[src/rtl/opdec_pkg.sv]
// Package: shared constants, types and opcode predicates for the
// prefixed opcode decoder. Assumes 8-bit opcodes and an 11-bit index.
package opdec_pkg;

    localparam int unsigned OP_W   = 8;
    localparam int unsigned IDX_W  = 11;

    localparam int unsigned BASE_CB  = 256;
    localparam int unsigned BASE_ED  = 512;
    localparam int unsigned BASE_DD  = 768;
    localparam int unsigned BASE_XCB = 1024;
    localparam int unsigned BASE_FD  = 1280;

    localparam logic [7:0] BYTE_CB = 8'hCB;
    localparam logic [7:0] BYTE_ED = 8'hED;
    localparam logic [7:0] BYTE_DD = 8'hDD;
    localparam logic [7:0] BYTE_FD = 8'hFD;

    typedef enum logic [2:0] {
        ST_OP1  = 3'd0,
        ST_OP2  = 3'd1,
        ST_DISP = 3'd2,
        ST_OP3  = 3'd3,
        ST_HOLD = 3'd4
    } fetch_st_e;

    typedef enum logic [1:0] {
        FAM_CB = 2'd0,
        FAM_ED = 2'd1,
        FAM_DD = 2'd2,
        FAM_FD = 2'd3
    } family_e;

    localparam logic [1:0] IREG_NONE = 2'd0;
    localparam logic [1:0] IREG_X    = 2'd1;
    localparam logic [1:0] IREG_Y    = 2'd2;

    // True when a byte opens a prefixed sequence.
    function automatic logic is_prefix(input logic [7:0] b);
        return (b == BYTE_CB) || (b == BYTE_ED) || (b == BYTE_DD) || (b == BYTE_FD);
    endfunction

    // Prefix byte to family code.
    function automatic family_e family_of(input logic [7:0] b);
        family_e f;
        case (b)
            BYTE_CB: f = FAM_CB;
            BYTE_ED: f = FAM_ED;
            BYTE_DD: f = FAM_DD;
            default: f = FAM_FD;
        endcase
        return f;
    endfunction

    // True when an unprefixed opcode names H, L or (HL).
    function automatic logic uses_hl(input logic [7:0] op);
        logic hit;
        logic src_hl;
        logic dst_hl;
        src_hl = (op[2:0] == 3'd4) || (op[2:0] == 3'd5) || (op[2:0] == 3'd6);
        dst_hl = (op[5:3] == 3'd4) || (op[5:3] == 3'd5) || (op[5:3] == 3'd6);
        case (op[7:6])
            2'b01:   hit = (op != 8'h76) && (src_hl || dst_hl);
            2'b10:   hit = src_hl;
            2'b00:   hit = (src_hl && dst_hl) ||
                           (op == 8'h09) || (op == 8'h19) || (op == 8'h21) ||
                           (op == 8'h22) || (op == 8'h23) || (op == 8'h29) ||
                           (op == 8'h2A) || (op == 8'h2B) || (op == 8'h39);
            default: hit = (op == 8'hE1) || (op == 8'hE3) || (op == 8'hE5) ||
                           (op == 8'hE9) || (op == 8'hF9);
        endcase
        return hit;
    endfunction

    // True when an ED-prefixed opcode has a defined meaning.
    function automatic logic ed_known(input logic [7:0] op);
        return ((op[7:6] == 2'b01) && (op != 8'h77) && (op != 8'h7F)) ||
               ((op[7:5] == 3'b101) && !op[2]);
    endfunction

endpackage

[src/rtl/opdec_classify.sv]
// Module: opdec_classify
// Maps the byte after a prefix to the flat index. Purely combinational.
// Assumes fam names the prefix already consumed.
module opdec_classify
    import opdec_pkg::*;
#(
    parameter int unsigned IW = IDX_W
) (
    input  family_e       fam,
    input  logic [7:0]    op,
    output logic [IW-1:0] index,
    output logic [1:0]    sel,
    output logic          plain,
    output logic          undef,
    output logic          chain
);

    logic [IW-1:0] op_w;
    assign op_w = IW'(op);

    // Purpose: pick the family offset, or fall back to the plain opcode.
    always_comb begin
        index = op_w;
        sel   = IREG_NONE;
        plain = 1'b0;
        undef = 1'b0;
        chain = 1'b0;
        case (fam)
            FAM_CB: index = IW'(BASE_CB) + op_w;
            FAM_ED: begin
                index = IW'(BASE_ED) + op_w;
                undef = !ed_known(op);
            end
            FAM_DD, FAM_FD: begin
                if (op == BYTE_CB) begin
                    chain = 1'b1;
                end else if (uses_hl(op)) begin
                    index = (fam == FAM_DD) ? IW'(BASE_DD) + op_w : IW'(BASE_FD) + op_w;
                    sel   = (fam == FAM_DD) ? IREG_X : IREG_Y;
                end else begin
                    plain = 1'b1;
                end
            end
            default: index = op_w;
        endcase
    end

endmodule

[src/rtl/opdec_pc.sv]
// Module: opdec_pc
// Program counter: loads on redirect, otherwise steps by one per
// consumed byte, wrapping at 2^AW. Synchronous active-low reset to 0.
module opdec_pc #(
    parameter int unsigned AW = 16
) (
    input  logic          clk,
    input  logic          rst_n,
    input  logic          load,
    input  logic [AW-1:0] load_val,
    input  logic          bump,
    output logic [AW-1:0] q
);

    // Purpose: hold the fetch address.
    always_ff @(posedge clk) begin
        if (!rst_n)    q <= '0;
        else if (load) q <= load_val;
        else if (bump) q <= q + 1'b1;
    end

    AST_PC_STEP: assert property (@(posedge clk) disable iff (!rst_n)
        (bump && !load) |=> (q == $past(q) + 1'b1));

    AST_PC_LOAD: assert property (@(posedge clk) disable iff (!rst_n)
        load |=> (q == $past(load_val)));

endmodule

[src/rtl/opdec_refresh.sv]
// Module: opdec_refresh
// Refresh counter: RW counting bits that wrap, plus one held top bit.
// A write loads all bits and beats an increment in the same cycle.
module opdec_refresh #(
    parameter int unsigned RW = 7
) (
    input  logic          clk,
    input  logic          rst_n,
    input  logic          wr,
    input  logic [RW:0]   wr_val,
    input  logic          bump,
    output logic [RW-1:0] low,
    output logic          hi
);

    // Purpose: count opcode fetches in the low bits.
    always_ff @(posedge clk) begin
        if (!rst_n)    low <= '0;
        else if (wr)   low <= wr_val[RW-1:0];
        else if (bump) low <= low + 1'b1;
    end

    // Purpose: keep the top bit apart from the count.
    always_ff @(posedge clk) begin
        if (!rst_n)  hi <= 1'b0;
        else if (wr) hi <= wr_val[RW];
    end

    AST_RFSH_TOP_HELD: assert property (@(posedge clk) disable iff (!rst_n)
        !wr |=> (hi == $past(hi)));

    AST_RFSH_STEP: assert property (@(posedge clk) disable iff (!rst_n)
        (bump && !wr) |=> (low == RW'($past(low) + 1'b1)));

endmodule

[src/rtl/opcode_prefix_decoder.sv]
// Module: opcode_prefix_decoder
// Fetches one byte per cycle at the program counter, walks prefix
// sequences and offers a flat decode index with valid/ready.
// Assumes mem_rdata is valid in the same cycle as mem_addr.
module opcode_prefix_decoder
    import opdec_pkg::*;
#(
    parameter int unsigned ADDR_W = 16,
    parameter int unsigned RFSH_W = 7
) (
    input  logic              clk,
    input  logic              rst_n,
    input  logic              redirect,
    input  logic [ADDR_W-1:0] redirect_pc,
    input  logic              rfsh_wr,
    input  logic [RFSH_W:0]   rfsh_wr_val,
    input  logic [ADDR_W-1:0] ix_val,
    input  logic [ADDR_W-1:0] iy_val,
    output logic              mem_rd,
    output logic [ADDR_W-1:0] mem_addr,
    input  logic [7:0]        mem_rdata,
    output logic              dec_valid,
    input  logic              dec_ready,
    output logic [IDX_W-1:0]  dec_index,
    output logic [1:0]        dec_sel,
    output logic              dec_plain,
    output logic [ADDR_W-1:0] eff_addr,
    output logic              invalid_op,
    output logic [ADDR_W-1:0] pc_out,
    output logic [RFSH_W-1:0] rfsh_low,
    output logic              rfsh_hi
);

    localparam int unsigned SEXT_W = ADDR_W - OP_W;

    fetch_st_e            state_q;
    family_e              fam_q;
    logic [IDX_W-1:0]     idx_q;
    logic [1:0]           sel_q;
    logic                 plain_q;
    logic [ADDR_W-1:0]    eff_q;
    logic                 inv_q;
    logic [ADDR_W-1:0]    pc_q;

    logic [IDX_W-1:0]     cls_index;
    logic [1:0]           cls_sel;
    logic                 cls_plain;
    logic                 cls_undef;
    logic                 cls_chain;
    logic                 opcode_fetch;
    logic [ADDR_W-1:0]    idx_base;

    // Purpose: a byte is consumed in every fetch state.
    always_comb begin
        mem_rd = (state_q == ST_OP1) || (state_q == ST_OP2) ||
                 (state_q == ST_DISP) || (state_q == ST_OP3);
    end

    // Purpose: only the first opcode byte and the byte after a prefix refresh.
    always_comb begin
        opcode_fetch = ((state_q == ST_OP1) || (state_q == ST_OP2)) && !redirect;
        idx_base     = (fam_q == FAM_DD) ? ix_val : iy_val;
    end

    opdec_classify #(.IW(IDX_W)) u_classify (
        .fam   (fam_q),
        .op    (mem_rdata),
        .index (cls_index),
        .sel   (cls_sel),
        .plain (cls_plain),
        .undef (cls_undef),
        .chain (cls_chain)
    );

    opdec_pc #(.AW(ADDR_W)) u_pc (
        .clk      (clk),
        .rst_n    (rst_n),
        .load     (redirect),
        .load_val (redirect_pc),
        .bump     (mem_rd),
        .q        (pc_q)
    );

    opdec_refresh #(.RW(RFSH_W)) u_refresh (
        .clk    (clk),
        .rst_n  (rst_n),
        .wr     (rfsh_wr),
        .wr_val (rfsh_wr_val),
        .bump   (opcode_fetch),
        .low    (rfsh_low),
        .hi     (rfsh_hi)
    );

    // Purpose: sequence the fetch states and capture the decoded result.
    always_ff @(posedge clk) begin
        if (!rst_n) begin
            state_q <= ST_OP1;
            fam_q   <= FAM_CB;
            idx_q   <= '0;
            sel_q   <= IREG_NONE;
            plain_q <= 1'b0;
            eff_q   <= '0;
            inv_q   <= 1'b0;
        end else begin
            inv_q <= 1'b0;
            if (redirect) begin
                state_q <= ST_OP1;
            end else begin
                case (state_q)
                    ST_OP1: begin
                        if (is_prefix(mem_rdata)) begin
                            fam_q   <= family_of(mem_rdata);
                            state_q <= ST_OP2;
                        end else begin
                            idx_q   <= IDX_W'(mem_rdata);
                            sel_q   <= IREG_NONE;
                            plain_q <= 1'b0;
                            eff_q   <= '0;
                            state_q <= ST_HOLD;
                        end
                    end
                    ST_OP2: begin
                        if (cls_chain) begin
                            sel_q   <= (fam_q == FAM_DD) ? IREG_X : IREG_Y;
                            plain_q <= 1'b0;
                            state_q <= ST_DISP;
                        end else begin
                            idx_q   <= cls_index;
                            sel_q   <= cls_sel;
                            plain_q <= cls_plain;
                            eff_q   <= '0;
                            inv_q   <= cls_undef;
                            state_q <= ST_HOLD;
                        end
                    end
                    ST_DISP: begin
                        eff_q   <= idx_base + {{SEXT_W{mem_rdata[7]}}, mem_rdata};
                        state_q <= ST_OP3;
                    end
                    ST_OP3: begin
                        idx_q   <= IDX_W'(BASE_XCB) + IDX_W'(mem_rdata);
                        state_q <= ST_HOLD;
                    end
                    ST_HOLD: begin
                        if (dec_ready) state_q <= ST_OP1;
                    end
                    default: state_q <= ST_OP1;
                endcase
            end
        end
    end

    assign mem_addr   = pc_q;
    assign pc_out     = pc_q;
    assign dec_valid  = (state_q == ST_HOLD);
    assign dec_index  = idx_q;
    assign dec_sel    = sel_q;
    assign dec_plain  = plain_q;
    assign eff_addr   = eff_q;
    assign invalid_op = inv_q;

    AST_HOLD_STABLE: assert property (@(posedge clk) disable iff (!rst_n)
        (dec_valid && !dec_ready && !redirect) |=>
        (dec_valid && $stable(dec_index) && $stable(dec_sel) &&
         $stable(dec_plain) && $stable(eff_addr)));

    AST_NO_READ_IN_HOLD: assert property (@(posedge clk) disable iff (!rst_n)
        dec_valid |-> !mem_rd);

    AST_INVALID_PULSE: assert property (@(posedge clk) disable iff (!rst_n)
        invalid_op |=> !invalid_op);

    AST_INVALID_ED_ONLY: assert property (@(posedge clk) disable iff (!rst_n)
        invalid_op |-> (dec_valid && (dec_index[IDX_W-1:8] == 3'b010)));

    AST_REDIRECT_DROPS: assert property (@(posedge clk) disable iff (!rst_n)
        redirect |=> !dec_valid);

    AST_INDEXED_RANGE: assert property (@(posedge clk) disable iff (!rst_n)
        (dec_valid && dec_plain) |-> (dec_sel == IREG_NONE) && (dec_index[IDX_W-1:8] == 3'b000));

endmodule

[config.mk]
export PLATFORM = sky130hd
export DESIGN_NAME = opcode_prefix_decoder
export DESIGN_NICKNAME = d
export VERILOG_FILES = /design/src/rtl/opdec_pkg.sv /design/src/rtl/opdec_classify.sv /design/src/rtl/opdec_pc.sv /design/src/rtl/opdec_refresh.sv /design/src/rtl/opcode_prefix_decoder.sv
export SDC_FILE = /design/constraint.sdc
export NUM_CORES = 1
export LEC_CHECK = 0
export BUFFER_PORTS_ARGS = -buffer_cell sky130_fd_sc_hd__buf_2
export CORE_AREA = 2 2 119 121
export CTS_BUF_LIST = sky130_fd_sc_hd__clkbuf_16
export CTS_CLUSTER_DIAMETER = 120
export CTS_CLUSTER_SIZE = 14
export DETAILED_ROUTE_END_ITERATION = 12
export DIE_AREA = 0 0 121 123
export PLACE_DENSITY_LB_ADDON = 0.05
export SYNTH_ARGS = -nofsm -noshare
export SYNTH_HDL_FRONTEND = slang
export SYNTH_SLANG_ARGS = --single-unit
[constraint.sdc]
create_clock -name clk -period 2.8 [get_ports clk]
set_clock_uncertainty 0.15 [all_clocks]
set_input_delay 0.7 -clock clk [delete_from_list [all_inputs] [get_ports clk]]
set_output_delay 0.7 -clock clk [all_outputs]
set_load 0.02 [all_outputs]
; Yosys cells after proc, flatten, opt, wreduce, memory -nomap -nowiden
; Cells that the tools add are included.
[totals]
regBits = 60
in_bits = 69
out_inout_bits = 73
elab_cells = 149
[op_classes]
addsub = 8
eq_ne = 40
muxes = 38
n_bitwise = 4
reduce_logical = 49
[op_table]
columns = operator, count
row1 = 16-bit 2-to-1 mux, 5
row2 = "8-bit == test, second input constant", 9
row3 = 11-bit case mux with 3 select lines, 2
row4 = "8-bit by 6-bit == test with 1-bit output, second input constant", 7
row5 = 11-bit 2-to-1 mux, 5
row6 = 16-bit case mux with 3 select lines, 1
row7 = 1-bit logical OR, 25
row8 = "3-bit == test, second input constant", 8
row9 = "8-bit by 7-bit != test with 1-bit output, second input constant", 3
row10 = "10-bit by 8-bit adder with 11-bit output, first input constant", 2
row11 = "11-bit by 8-bit adder with 11-bit output, first input constant", 2
row12 = "16-bit by 1-bit adder with 16-bit output, second input constant", 1
row13 = 16-bit adder, 1
row14 = 3-bit case mux with 5 select lines, 1
row15 = 7-bit 2-to-1 mux, 2
row16 = 2-bit 2-to-1 mux, 6
row17 = "9-bit by 8-bit adder with 10-bit output, first input constant", 1
row18 = 1-bit 2-to-1 mux, 9
row19 = 3-bit 2-to-1 mux, 3
row20 = "8-bit by 4-bit == test with 1-bit output, second input constant", 1
row21 = "8-bit by 5-bit == test with 1-bit output, second input constant", 1
row22 = 4-bit AND reduction, 2
row23 = "7-bit by 1-bit adder with 7-bit output, second input constant", 1
row24 = "2-bit == test, second input constant", 3
row25 = other kinds (19), 38

; Logic depth before layout (Yosys ltp)
; Gate-level depths: netlist of run 1.
[depth]
depth_word = 21
ltp_mapped = 14
depth_no_buf = 11

; Modules after synthesis
; From an unflattened synthesis of run 1, not the netlist that was laid out.
[hier_totals]
hier_cells = 526
hier_area_um2 = 4226.6
[by_module_without_submodules]
columns = module, instances, cells_each, area_per_inst_um2, seq_area_each_um2
row1 = opcode_prefix_decoder, 1, 336, 2577.5, 720.7
row2 = opdec_pc, 1, 99, 919.6, 320.3
row3 = opdec_refresh, 1, 45, 400.4, 160.2
row4 = opdec_classify, 1, 46, 329.1, 0.0

; Worst setup path before layout of run 1
; No wires, ideal clock.
[synth_timing]
path_type = register -> register
from = register fam_q[1]
to = register eff_q[12] (netlist: eff_addr[12])
setup_time_ns = 0.117
arrival_ns = 2.658
required_time_ns = 2.533
slack_ns = -0.124
path_stages_with_launch = 15
path_buffers = 3
synth_period_minus_slack_ns = 2.924
path_cell_list = dfxtp_1 > buf_2 > nand2b_1 > buf_2 > buf_2 > mux2_2 > ha_1 > inv_1 > fa_1 > nor2b_1 > o31ai_2 > a21oi_2 > a311oi_2 > xnor2_1 > a22o_1
[synth_between]
elab_chain_len = 5
word_cells_on_any_way = 9
cone_classes = 1 x add/sub / 3 x eq/ne / 3 x mux / 2 x reduce/logical
[synth_lines]
columns = item, line_no
row1 = "start, declared", opcode_prefix_decoder.sv:37  ; family_e fam_q;
row2 = "start signal, assigned", opcode_prefix_decoder.sv:112  ; fam_q <= family_of(mem_rdata);
row3 = "parallel branches: the longest is 5 deep, another holds 16-bit adder", --
row4 = "end signal, assigned", opcode_prefix_decoder.sv:137  ; eff_q <= idx_base + {{SEXT_W{mem_rdata[7]}}, mem_rdata};
row5 = "end, declared", opcode_prefix_decoder.sv:41  ; logic [ADDR_W-1:0] eff_q;
; Several ways; the timed one is not identified.
; A chain may end at the register's enable or synchronous reset.

; Worst setup path after layout of run 1
[layout_timing]
from = register fam_q[0]
to = register eff_q[13] (netlist: eff_addr[13])
; The elaborated chain is that of the path after synthesis.

==> results of run 1 <==
routing by layer:
metal / GRT usage / share of wire / vias up
met5: 0 / 0 / -
met2: 0.227 / 0.43 / 102
met1: 0.210 / 0.51 / 1672
met4: 0.0545 / 0.013 / 0
li1: - / - / 1919
met3: 0.0355 / 0.052 / 8
cells in the final DEF (no fill, tap or decap), types with 8 or more instances in the layout:
cell type	n
sky130_fd_sc_hd__a21oi_1	26
sky130_fd_sc_hd__a22o_1	11
sky130_fd_sc_hd__buf_2	141
sky130_fd_sc_hd__buf_4	33
sky130_fd_sc_hd__clkbuf_16	9
sky130_fd_sc_hd__dfxtp_1	58
sky130_fd_sc_hd__ha_1	15
sky130_fd_sc_hd__inv_1	10
sky130_fd_sc_hd__mux2_2	14
sky130_fd_sc_hd__mux2i_1	21
sky130_fd_sc_hd__nand2_1	27
sky130_fd_sc_hd__nand3_1	10
sky130_fd_sc_hd__nand4_1	8
sky130_fd_sc_hd__nor2_1	59
sky130_fd_sc_hd__nor3_1	11
sky130_fd_sc_hd__o21ai_0	11
sky130_fd_sc_hd__xnor2_1	19
sky130_fd_sc_hd__xor2_1	13
report_power, final:
| group | internal, mW | switching, mW | total, mW |
|---|---|---|---|
| clock network | 0.667 | 0.384 | 1.05 |
| registers | 0.887 | 0.0309 | 0.918 |
| logic | 0.257 | 0.316 | 0.573 |
| total | 1.81 | 0.731 | 2.54 |
critical path, stage by stage, from the launching register on:
cell and delay (ns):
sky130_fd_sc_hd__dfxtp_2 0.32, sky130_fd_sc_hd__nand2b_4 0.14, sky130_fd_sc_hd__mux2_2 0.36, sky130_fd_sc_hd__ha_1 0.31
sky130_fd_sc_hd__a211oi_2 0.27, sky130_fd_sc_hd__o21bai_2 0.13, sky130_fd_sc_hd__o41ai_2 0.28, sky130_fd_sc_hd__buf_4 0.16
sky130_fd_sc_hd__a31oi_1 0.09, sky130_fd_sc_hd__xor2_1 0.15, sky130_fd_sc_hd__a22o_1 0.19
worst paths after layout:
path | from | to | slack, ns
worst max-delay path | fam_q[0] | eff_addr[13] | 0.13
worst min-delay path | dec_sel[1] | dec_sel[1] | 0.31
worst max register to register | fam_q[0] | eff_addr[13] | 0.13
worst min register to register | dec_sel[1] | dec_sel[1] | 0.31
state kept, by name (all words and copies together), names as in the netlist:
| name | flops |
|---|---|
| u_refresh.hi | 1 |
| eff_addr | 16 |
| dec_index | 11 |
| u_pc.q | 16 |
| dec_sel | 2 |
| invalid_op | 1 |
| u_refresh.low | 7 |
| fam_q | 2 |
| state_q | 3 |
| dec_plain | 1 |
repair_timing:
item	in CTS	in global routing
hold buffers	0	0
resized for setup	2	6
setup endpoints to repair	4	9
pin swaps	3	7
kinds of logic after synthesis:
| family | Yosys count | share of synthesized area |
|---|---|---|
| and+or+nand+nor | 149 | 0.185 |
| AOI/OAI and AO/OA | 110 | 0.213 |
| DFF | 60 | 0.302 |
| buffers and inverters | 54 | 0.0759 |
| muxes | 36 | 0.0954 |
| xor gates and xnor gates | 32 | 0.0705 |
| adders and majority gates | 18 | 0.0585 |
area by class of cell:
type / instances / share of cell area
Clock inverter: 5 / 0.00882
Tap cell: 180 / 0.0429
Timing Repair Buffer: 176 / 0.186
Multi-Input combinational cell: 345 / 0.480
Clock buffer: 9 / 0.0429
Sequential cell: 60 / 0.229
Inverter: 14 / 0.0100
==> impl.org, run 1 <==
** Logic synthesis
- Netlist area before placement :: ~4000 um2
- Async set-or-reset flop fraction in the synthesized netlist :: 0
- Average cell area after synthesis :: 8.66 um2
- Number of different library cells in the post-synthesis netlist :: 66
- The most common cell in the synthesized netlist is sky130_fd_sc_hd__dfxtp_1.
- After synthesis the netlist holds a flip-flop and latch count of 60.
- Count of yosys warnings during synthesis :: 0
- Synth area leader :: sky130_fd_sc_hd__dfxtp_1
- Share of the yosys chip area belonging to registers :: 0.302
- Net count after synthesis :: between 500 and 600
- The synthesized design contains 0 enable-type register cells.
- Most instantiated flip-flop cell in the synthesis netlist :: sky130_fd_sc_hd__dfxtp_1
- Area contributors post-synth :: sky130_fd_sc_hd__dfxtp_1 (30%), sky130_fd_sc_hd__nor2_1 (5.6%), sky130_fd_sc_hd__ha_1 (5.4%), sky130_fd_sc_hd__mux2i_1 (5.3%), sky130_fd_sc_hd__mux2_2 (4.2%)
- Most frequent cells after synthesis :: sky130_fd_sc_hd__dfxtp_1 (60), sky130_fd_sc_hd__nor2_1 (59), sky130_fd_sc_hd__a21oi_1 (27), sky130_fd_sc_hd__nand2_1 (27), sky130_fd_sc_hd__mux2i_1 (21)
- Yosys top cell area share :: 0.302
- Synthesis handed over a netlist of between 400 and 500 instances.

** Routing
- Dividing the detail-routed via count by the number of cells gives around 4.7.
- Post-detailed-route DRC marker count :: 0
- Across all layers, the routed design uses 3,701 vias.
- Post-route antenna net violation count :: 0
- Pre-Repair DR Iteration Count :: 4
- The detailed router finished its first iteration with 130 violations.
- For this block, the routed nets add up to 11.3 mm of wire.
- Dividing the detail-routed wire length by the instance count gives 14.3 um.

** Setup path
- The worst setup path is captured at a register.
- Arr. time, crit path :: between 2 and 3 ns
- The worst setup path is of the reg -> reg kind.
- Along the worst path, the maximum fanout reaches 3.
- STA puts the critical path data required time at around 2.9 ns.
- Worst r2r path cells :: 10
- STA classifies the critical path startpoint as a register.

** STA
- Setup WS post-layout :: approximately 0.13 ns
- Setup violation total in the final timing report :: 0
- For the pin with the worst max-slew slack, the measured transition is 0.648 ns.
- Across all hold checks on the routed design, the worst slack comes to between 0.3 and 0.4 ns.
- In this run the tightest slew margin relative to its limit is 0.567.
- Count of endpoints failing hold in the final timing report :: 0
- For the final routed database, the setup TNS stands at 0 ns.
- Post-route minimum period :: 2.67 ns
- Final period utilization :: 0.955
- The final-report max-slew violation count came to 0.
- Fmax :: approximately 370 MHz
- Unrepaired setup endpoints after global routing :: false

** Cells and area
- Compared with the post-synthesis result, the final layout area differs by 32.1%.
- Counting the fill cells in the layout gives between 1,000 and 1,500.
- Area taken by flip-flops and latches :: between 1000 and 1500 um2
- Number of standard cells in the final layout excluding fillers :: roughly 790
- Area of combinational cells with multiple inputs :: 2520 um2
- 0 antenna diodes ended up in the layout.
- The finished cells cover 5250 um2.
- Post-Route Utilization :: 0.386
- Net total in the final layout :: about 700
- Of the cells placed in the final design, the portion with a size suffix greater than 1 is 0.391.

** CTS
- Clock slew at the register clock pins of the worst setup and hold paths :: roughly 0.05 ns
- Post-CTS timing repair inserted 0 buffers for setup.
- Number of buffers between clock root and the deepest sink :: 2
- In this run the number of H-tree levels came out at 3.
- In this run, CTS created clock tree buffers numbering 9.
- For the worst-skew pair, the clock arrives at the later sink with an insertion delay of 0.33 ns.
- Library cell used as clock root buffer :: sky130_fd_sc_hd__clkbuf_16
- Clock tree from TritonCTS :: done
- The clock net in this run drives a total of 60 sinks.

** Hold path
- Class of the most critical hold timing path :: reg -> reg
- The worst hold path was traced through 2 stages.

** Global route
- Overflow left after global routing :: 0
- Entering global routing, the biggest net connects 22 pins.
- Wire length of the first global-routing pass :: between 15 and 20 mm
- The number of antenna violations at the first check in global routing came to 0.
- The number of global-route vias before repair is around 3,500.
- Total track usage :: 0.151

** Floorplanning
- Floorplan Core Area :: about 14,000 um2
- In this run the vertical extent of the chip is approximately 120 um.
- I/O Pins :: around 140
- Die X :: roughly 120 um
- Die outline area :: approximately 15,000 um2
- Initial Utilization :: 0.292
- Placement Rows :: 43

** Place
- Placed Instances :: between 700 and 800
- At the placement stage, the worst setup path has a slack of -0.191 ns.
- The placed instances occupy a cell area of ~5000 um2.
- Count of input and output buffers :: approximately 140
- Detailed placement ended at an HPWL of around 8.6 mm.
- Placer's final routability congestion estimate :: between 0.7 and 0.8

** Job
- Max-capacitance violation count :: 0

** Power and ir drop
- Pleak :: 2.44 nW
- Power density over the cells :: just under 500 nW/um2
- IR analysis of the VDD net gives a maximum drop of 0.211 mV.
- Overall power after layout :: 2.54 mW

** Outcome
- Status :: finished clean
No activity file was read; power rests on OpenSTA's default activity.
==> inputs of run 2 (changes only) <==
--- a/config.mk
+++ b/config.mk
@@ -5,13 +5,13 @@
 export SDC_FILE = /design/constraint.sdc
 export NUM_CORES = 1
 export LEC_CHECK = 0
+export ABC_AREA = 1
 export BUFFER_PORTS_ARGS = -buffer_cell sky130_fd_sc_hd__buf_2
-export CORE_AREA = 2 2 119 121
-export CTS_BUF_LIST = sky130_fd_sc_hd__clkbuf_16
+export CORE_AREA = 2 2 122 124
 export CTS_CLUSTER_DIAMETER = 120
 export CTS_CLUSTER_SIZE = 14
 export DETAILED_ROUTE_END_ITERATION = 12
-export DIE_AREA = 0 0 121 123
+export DIE_AREA = 0 0 124 126
 export PLACE_DENSITY_LB_ADDON = 0.05
 export SYNTH_ARGS = -nofsm -noshare
 export SYNTH_HDL_FRONTEND = slang
==> impl.org, run 2 <==
** Routing
- In this run the remaining antenna-violating nets after routing total 0.
- The pre-antenna-repair detailed-routing pass consisted of 4 iterations.
- For this block, the routed nets add up to 12.7 mm of wire.
- In the routed layout, each cell is associated on average with a via count of 4.65.
- In the final routed layout, each cell accounts on average for roughly 14 um.
- For this run, design rule violations remaining after detail routing come to 0.
- Iteration-0 DRC count of the detailed router :: around 190
- Via total after detailed routing :: 4,358

** Setup path
- Delay contributed by the slowest stage of the critical path :: between 0.3 and 0.4 ns
- Worst r2r path cells :: 14
- Critical path peak fanout :: 12
- At the worst endpoint, the arrival time is between 2 and 3 ns.
- Capture instance of the worst register-to-register path :: eff_addr[8]
- STA classifies the critical path startpoint as a register.
- The slowest stage of the critical path belongs to the cell sky130_fd_sc_hd__dfxtp_2.
- Critical path start-end classification :: reg -> reg
- Launch instance of the worst register-to-register path :: fam_q[0]
- Data required time of the worst path :: ~2.9 ns
- STA classifies the critical path endpoint as a register.
- Cell family contributing the most delay on the critical path :: simple AND/OR/NAND/NOR gates
- The cell that appears most often on the critical path is sky130_fd_sc_hd__nand2_1.
- Levels on crit path :: 14
- For flop-to-flop paths, the worst setup slack is around 0.26 ns.
- Walking the worst path, the cells encountered are inv_1 -> nand2_1 -> inv_1 -> buf_4 -> nand2_1 -> nand2_1 -> ha_1 -> a21oi_1 -> o21ai_0 -> inv_1 -> nand2_1 -> or2_2 -> nand3_1 -> a21oi_2.
- The number of buffers and inverters on the critical path is 4.

** Cells and area
- Area of combinational cells with multiple inputs :: between 2000 and 3000 um2
- Leading cell types in the layout, fill and taps excluded :: sky130_fd_sc_hd__nand2_1 (167), sky130_fd_sc_hd__buf_2 (141), sky130_fd_sc_hd__dfxtp_1 (59)
- Measured on the finished design, the core utilization comes to 0.374.
- Number of antenna cells inserted :: 0
- Post-route cell area :: 5360 um2
- Of the cells placed in the final design, the portion with a size suffix greater than 1 is 0.294.
- Number of standard cells in the final layout excluding fillers :: roughly 940
- Registers take around 1200 um2.
- Area growth, synth to finish :: 26.2%
- Most common cell after layout, fill and taps aside :: sky130_fd_sc_hd__nand2_1
- After filler insertion, the fill cell instance count of the layout stands at between 1,500 and 2,000.
- Net total in the final layout :: about 840

** Global route
- Largest net degree at the start of global routing :: 28
- Wire length of the first global-routing pass :: 20.6 mm
- Grt met1 use :: 0.229
- The number of antenna violations at the first check in global routing came to 0.
- In the global route stage, met2 resource usage came out at 0.259.
- After global routing the overflow that remains totals 0.
- Busiest grt layer :: met2
- Total track usage :: 0.166
- Global routing met3 resource utilization :: 0.0358
- The number of global-route vias before repair is between 4,000 and 5,000.

** Hold path
- In this run the most critical hold path is launched from dec_index[8].
- Class of the most critical hold timing path :: reg -> reg
- For hold timing, the worst endpoint is dec_index[8].
- Counting instances, the worst hold path has a depth of 2.

** Logic synthesis
- Synth area leader :: sky130_fd_sc_hd__dfxtp_1
- In this run, distinct cell masters in the synthesized netlist total 47.
- Area contributors post-synth :: sky130_fd_sc_hd__dfxtp_1 (28%), sky130_fd_sc_hd__nand2_1 (15%), sky130_fd_sc_hd__a21oi_1 (6.1%), sky130_fd_sc_hd__ha_1 (5.0%), sky130_fd_sc_hd__nand3_1 (4.9%)
- Counting flops with an async set or reset pin after synthesis yields a share of 0.
- After synthesis the netlist holds a flip-flop and latch count of 60.
- The synthesized netlist occupies a cell area of around 4200 um2.
- Of the synthesized area, sequential elements account for 0.283.
- Most frequent cells after synthesis :: sky130_fd_sc_hd__nand2_1 (167), sky130_fd_sc_hd__dfxtp_1 (60), sky130_fd_sc_hd__a21oi_1 (52), sky130_fd_sc_hd__inv_1 (50), sky130_fd_sc_hd__nor2_1 (44)
- By instance count, the leading cell after synthesis is sky130_fd_sc_hd__nand2_1.
- Net count after synthesis :: about 710
- For this run, the leading register cell type out of synthesis is sky130_fd_sc_hd__dfxtp_1.
- Count of yosys warnings during synthesis :: 0
- Yosys top cell area share :: 0.283
- Average cell area after synthesis :: 6.84 um2
- Counting flops with a built-in enable in the synthesized netlist gives 0.
- Number of instances in the synthesized netlist :: approximately 620

** STA
- Dividing the final minimum period by the clock period gives 0.908.
- Derived from the worst setup path, the maximum achievable clock frequency is approximately 390 MHz.
- For the pin with the worst max-slew slack, the measured transition is 0.755 ns.
- Count of endpoints failing hold in the final timing report :: 0
- Setup violations remaining at the end of the flow were counted as 0.
- Remaining max-slew budget at the tightest pin :: 0.496
- On the final layout, the worst hold slack is between 0.3 and 0.4 ns.
- For the finished layout, the period the worst path requires is ~2.5 ns.
- The final-report max-slew violation count is 0.
- Summed over all failing endpoints, the final setup total negative slack is 0 ns.
- Setup repair after global routing left no endpoint under its margin.

** Floorplanning
- In this run the count of I/O pins placed on the die edge is approximately 140.
- Placement Rows :: 44
- Measured along the y axis, the die boundary spans 126 um.
- The floorplan step defined a die boundary enclosing 15,600 um2.
- Floorplan Core Area :: 14,300 um2
- Initial Utilization :: 0.297
- Die X :: between 100 and 150 um

** Power and ir drop
- In this run the static leakage power is ~2.7 nW.
- Worst vdd ir :: approximately 0.30 mV
- Power density over the cells :: between 500 and 600 nW/um2

** CTS
- Clock latency at the later pin of the worst-skew pair :: roughly 0.33 ns
- Number of setup buffers added after CTS :: 0
- Library cell used as clock root buffer :: sky130_fd_sc_hd__clkbuf_16
- For this design, the sink count on the clock tree is 60.
- The number of clock buffers added by TritonCTS is 9.
- Clock-pin slew was measured on the worst setup and hold paths at around 0.06 ns.
- TritonCTS built the clock tree.
- Gates resized during post-CTS repair numbered 0.
- In this run the deepest clock path goes through 2 buffers.
- In this run, post-CTS hold repair placed 0 buffers.
- The clock tree synthesis step divided the H-tree into 3 levels.

** Place
- Input and output buffers added on the ports amount to 141.
- After detailed placement, the design holds a cell count of 922.
- Half-perimeter wire length after placement :: between 10 and 15 mm
- Placed instance area :: 5030 um2
- Placer's final routability congestion estimate :: slightly below 0.9

** Outcome
- The flow ran to the end, and the final reports show no timing, DRC or antenna violations.

** Job
- Across the run, the number of max-cap violations was 0.
[run 2: worst max-delay path by stage]
stage / startpoint / endpoint / slack, ns
final: fam_q[0] / eff_addr[8] / 0.26
after global routing: fam_q[0] / eff_addr[15] / 0.02
after CTS: fam_q[0] / eff_addr[8] / 0.22
after detailed placement: ix_val[1] / eff_addr[10] / 0.18
after global placement: ix_val[1] / eff_addr[14] / 0.23
after floorplan: fam_q[1] / eff_addr[10] / 0.05
[run 2: power breakdown]
part           internal [mW]  leakage, nW  switching, mW  total [mW]
registers              0.893        0.492         0.0399       0.933
clock network          0.779        0.149          0.411        1.19
logic                  0.208         2.06          0.363       0.571
[run 2: tightest hold or removal path: stages (launching register included)]
cell and delay (ns):
sky130_fd_sc_hd__dfxtp_1 0.31, sky130_fd_sc_hd__nand2_1 0.06, sky130_fd_sc_hd__a21oi_1 0.05
[run 2: routing by layer]
layer	part of all wire	wire [um]
met1	0.49	6220
met3	0.058	736
met2	0.44	5640
met4	0.010	131
met5	0	0
[run 2: layout make-up]
type | instances | share of cell area
sequential | 60 | 0.224
tap | 184 | 0.0430
multi-input combinational | 470 | 0.486
timing repair buffer | 149 | 0.144
clock inverter | 6 | 0.0166
clock buffer | 10 | 0.0427
inverter | 59 | 0.0437
[run 2: cell families after synthesis]
group                    share of synthesized area
buffers and inverters                        0.106
AO/OA/AOI/OAI                                0.171
adder cells (fa/ha/maj)                     0.0548
flip-flops                                   0.283
XOR/XNOR                                    0.0412
AND/OR/NAND/NOR                              0.344
[run 2: per-stage QoR]
stage          power, mW  setup WS, ns
6_report            2.69         0.256
5_1_grt             2.84        0.0158
4_1_cts             2.73         0.222
3_5_place_dp        1.52         0.183
3_3_place_gp        1.52         0.230
2_1_floorplan       1.35        0.0539
==> inputs of run 3 (changes only) <==
--- a/config.mk
+++ b/config.mk
@@ -12,7 +12,7 @@
 export CTS_CLUSTER_SIZE = 14
 export DETAILED_ROUTE_END_ITERATION = 12
 export DIE_AREA = 0 0 124 126
-export PLACE_DENSITY_LB_ADDON = 0.05
+export PLACE_DENSITY = 0.53
 export SYNTH_ARGS = -nofsm -noshare
 export SYNTH_HDL_FRONTEND = slang
 export SYNTH_SLANG_ARGS = --single-unit
==> impl.org, run 3 (synthesis results as in run 2) <==
** Outcome
- The run finished with clean final reports.

** STA
- Dividing the final minimum period by the clock period gives 0.927.
- In this run the tightest slew margin relative to its limit is 0.590.
- Unrepaired setup endpoints after global routing :: false
- At the pin with the least slew margin, the transition time is slightly above 0.6 ns.
- After routing, the total negative slack on setup checks comes to 0 ns.
- Post-route worst hold slack :: 0.310 ns
- Post-route minimum period :: approximately 2.6 ns
- Based on the critical path, the design can be clocked at up to just under 400 MHz.
- Final slew viol count :: 0
- Setup violation total in the final timing report :: 0
- After layout, the worst setup slack is 0.205 ns.
- The final number of hold-violating endpoints came to 0.

** Cells and area
- The final layout contains 843 nets.
- Area of combinational cells with multiple inputs :: about 2600 um2
- The library cell used most frequently in the layout, excluding fill and tap cells, is sky130_fd_sc_hd__nand2_1.
- Area taken by flip-flops and latches :: around 1200 um2
- From synthesis to final layout, the design area changed by 27.0%.
- Once layout is complete, the utilization of the core stands at 0.377.
- The top cell types in the final layout, fill and taps aside, are sky130_fd_sc_hd__nand2_1 (167), sky130_fd_sc_hd__buf_2 (141), sky130_fd_sc_hd__dfxtp_1 (60).
- Share of cells above drive strength 1 :: 0.300
- Counting the fill cells in the layout gives 1,596.
- With fillers left out, the area of the finished cells amounts to between 5000 and 6000 um2.
- Number of standard cells in the final layout excluding fillers :: between 900 and 1,000
- 0 antenna diodes ended up in the layout.

** Setup path
- STA puts the critical path data arrival time at between 2 and 3 ns.
- In this run the worst path has a maximum fanout of 12.
- The worst setup path is launched from a register.
- Delay contributed by the slowest stage of the critical path :: between 0.4 and 0.5 ns
- Critical path, cell by cell :: inv_1 -> nand2_1 -> buf_6 -> o21ai_0 -> buf_4 -> inv_1 -> fa_1 -> o21ai_1 -> buf_4 -> nand2_1 -> nand2_1 -> nand2_1 -> nand2_1 -> nand2_1 -> nand3_1 -> a21oi_2
- The critical path is of the reg -> reg type.
- For the worst setup path, the data required time is roughly 2.9 ns.
- The worst setup path is captured at a register.
- The worst register-to-register path has a depth of 16.
- Counting stages on the worst path, the most repeated cell is sky130_fd_sc_hd__nand2_1.
- For this design, the slowest cell found on the critical path is sky130_fd_sc_hd__fa_1.

** Power and ir drop
- Of the total power, registers draw 0.352.
- Power spread over the standard cell area amounts to roughly 490 nW/um2.
- IR analysis of the VDD net gives a maximum drop of 0.240 mV.
- Sw Pwr :: about 0.80 mW
- Clock power frac :: 0.427
- The internal portion of the total power is 1.84 mW.
- Of the total power, combinational logic draws 0.221.
- Overall power after layout :: 2.65 mW
- Summed over all cells, the static leakage comes to around 2.7 nW.
- Fraction of power spent switching nets :: 0.304

** Global route
- The first global-routing pass estimated between 20 and 25 mm of wire.
- Entering global routing, the biggest net connects 28 pins.
- Total track usage :: 0.172
- Via count of the first global-routing pass :: 4,208
- Overflow left after global routing :: 0
- Number of antenna violations at the first check in global routing :: 0

** Floorplanning
- In this run the horizontal extent of the chip is ~120 um.
- From bottom edge to top edge, the die measures 126 um.
- Die outline area :: approximately 16,000 um2
- The core region is between 10,000 and 15,000 um2.
- Initial Utilization :: 0.297
- In this run the count of I/O pins placed on the die edge is approximately 140.
- Placement Rows :: 44

** Place
- Prior to clock tree synthesis, the placed netlist has a worst setup slack of ~0.11 ns.
- Once detailed placement completed, the half-perimeter wirelength came to between 10 and 15 mm.
- The congestion estimate from routability-driven global placement came to about 0.89.
- Once placement finished, the instance area stood at between 5000 and 6000 um2.
- The count of buffers added on input and output ports is 141.
- Placed Instances :: between 900 and 1,000

** Routing
- Post-DR vias/cell :: 4.62
- Summed over all layers, the routed wires come to ~13 mm.
- After detailed routing, the average wire length per cell comes to roughly 14 um.
- For this block, the initial DRC count from the detailed router was a little under 300.
- Detailed routing inserted a total of 4,370 vias.
- Post-route antenna net violation count :: 0
- Pre-Repair DR Iteration Count :: 4
- After detailed routing, the number of remaining DRC violations is 0.

** CTS
- The clock passes through at most 2 buffers.
- After clock tree synthesis, the clock-pin slew on the worst setup and hold paths is about 0.05 ns.
- Clock latency on the worst-skew pair, taken at its later pin, is between 0.3 and 0.4 ns.
- Maximum level of the CTS H-tree :: 3
- Clock tree from TritonCTS :: done
- TritonCTS Sinks :: 60
- Hold repair after CTS inserted 0 buffers.
- Library cell used as clock root buffer :: sky130_fd_sc_hd__clkbuf_16
- TritonCTS created 9 clock buffers.

** Hold path
- The worst hold path passes through 2 cells.
- The path class of the tightest hold or removal check is reg -> reg.

** Job
- Across the run, the number of max-cap violations was 0.
run 3: cell types whose count changed in the layout (fill, tap and decap cells not counted), sizes merged:
cell | previous run | this run
clkinvlp | 2 | 1
buf | 149 | 156
bufinv | 2 | 1
clkbuf | 10 | 12
run 3: timing repair:
action,in CTS,in global routing
buffers inserted,0,2
resized for setup,0,4
endpoints found under the setup margin,0,7
run 3: cell type report:
type                       count  area share
tap                          184      0.0427
multi-input combinational    470       0.483
timing repair buffer         156       0.152
clock inverter                 4     0.00881
sequential                    60       0.223
inverter                      59      0.0434
clock buffer                  12      0.0475
run 3: path summary, 6_finish.rpt:
| kind | from | end | slack (ns) |
|---|---|---|---|
| hold / removal | dec_index[8] | dec_index[8] | 0.31 |
| setup reg to reg | fam_q[0] | eff_addr[10] | 0.20 |
| hold reg to reg | dec_index[8] | dec_index[8] | 0.31 |
| setup / recovery | fam_q[0] | eff_addr[10] | 0.20 |
run 3: critical path, delay by kind of cell (launching register included):
| kind | cells | cell delay [ns] |
|---|---|---|
| DFF | 1 | 0.34 |
| and+or+nand+nor | 7 | 0.50 |
| AOI/OAI and AO/OA | 3 | 0.43 |
| adders and majority gates | 1 | 0.41 |
| buffers and inverters | 5 | 0.63 |
run 3: power by group through the flow:
stage | clock network, mW | logic (mW) | registers (mW)
final | 1.13 | 0.584 | 0.932
after global routing | 1.21 | 0.658 | 0.939
after CTS | 1.17 | 0.587 | 0.933
after detailed placement | 0 | 0.585 | 0.951
after global placement | 0 | 0.587 | 0.950
after floorplan | 0 | 0.358 | 0.988
run 3: layer usage:
layer | global-route usage | vias up | wire length (um)
li1 | - | 2315 | -
met1 | 0.212 | 1925 | 5780
met2 | 0.298 | 121 | 6240
met3 | 0.0340 | 9 | 670
met4 | 0.0555 | 0 | 140
met5 | 0 | - | 0
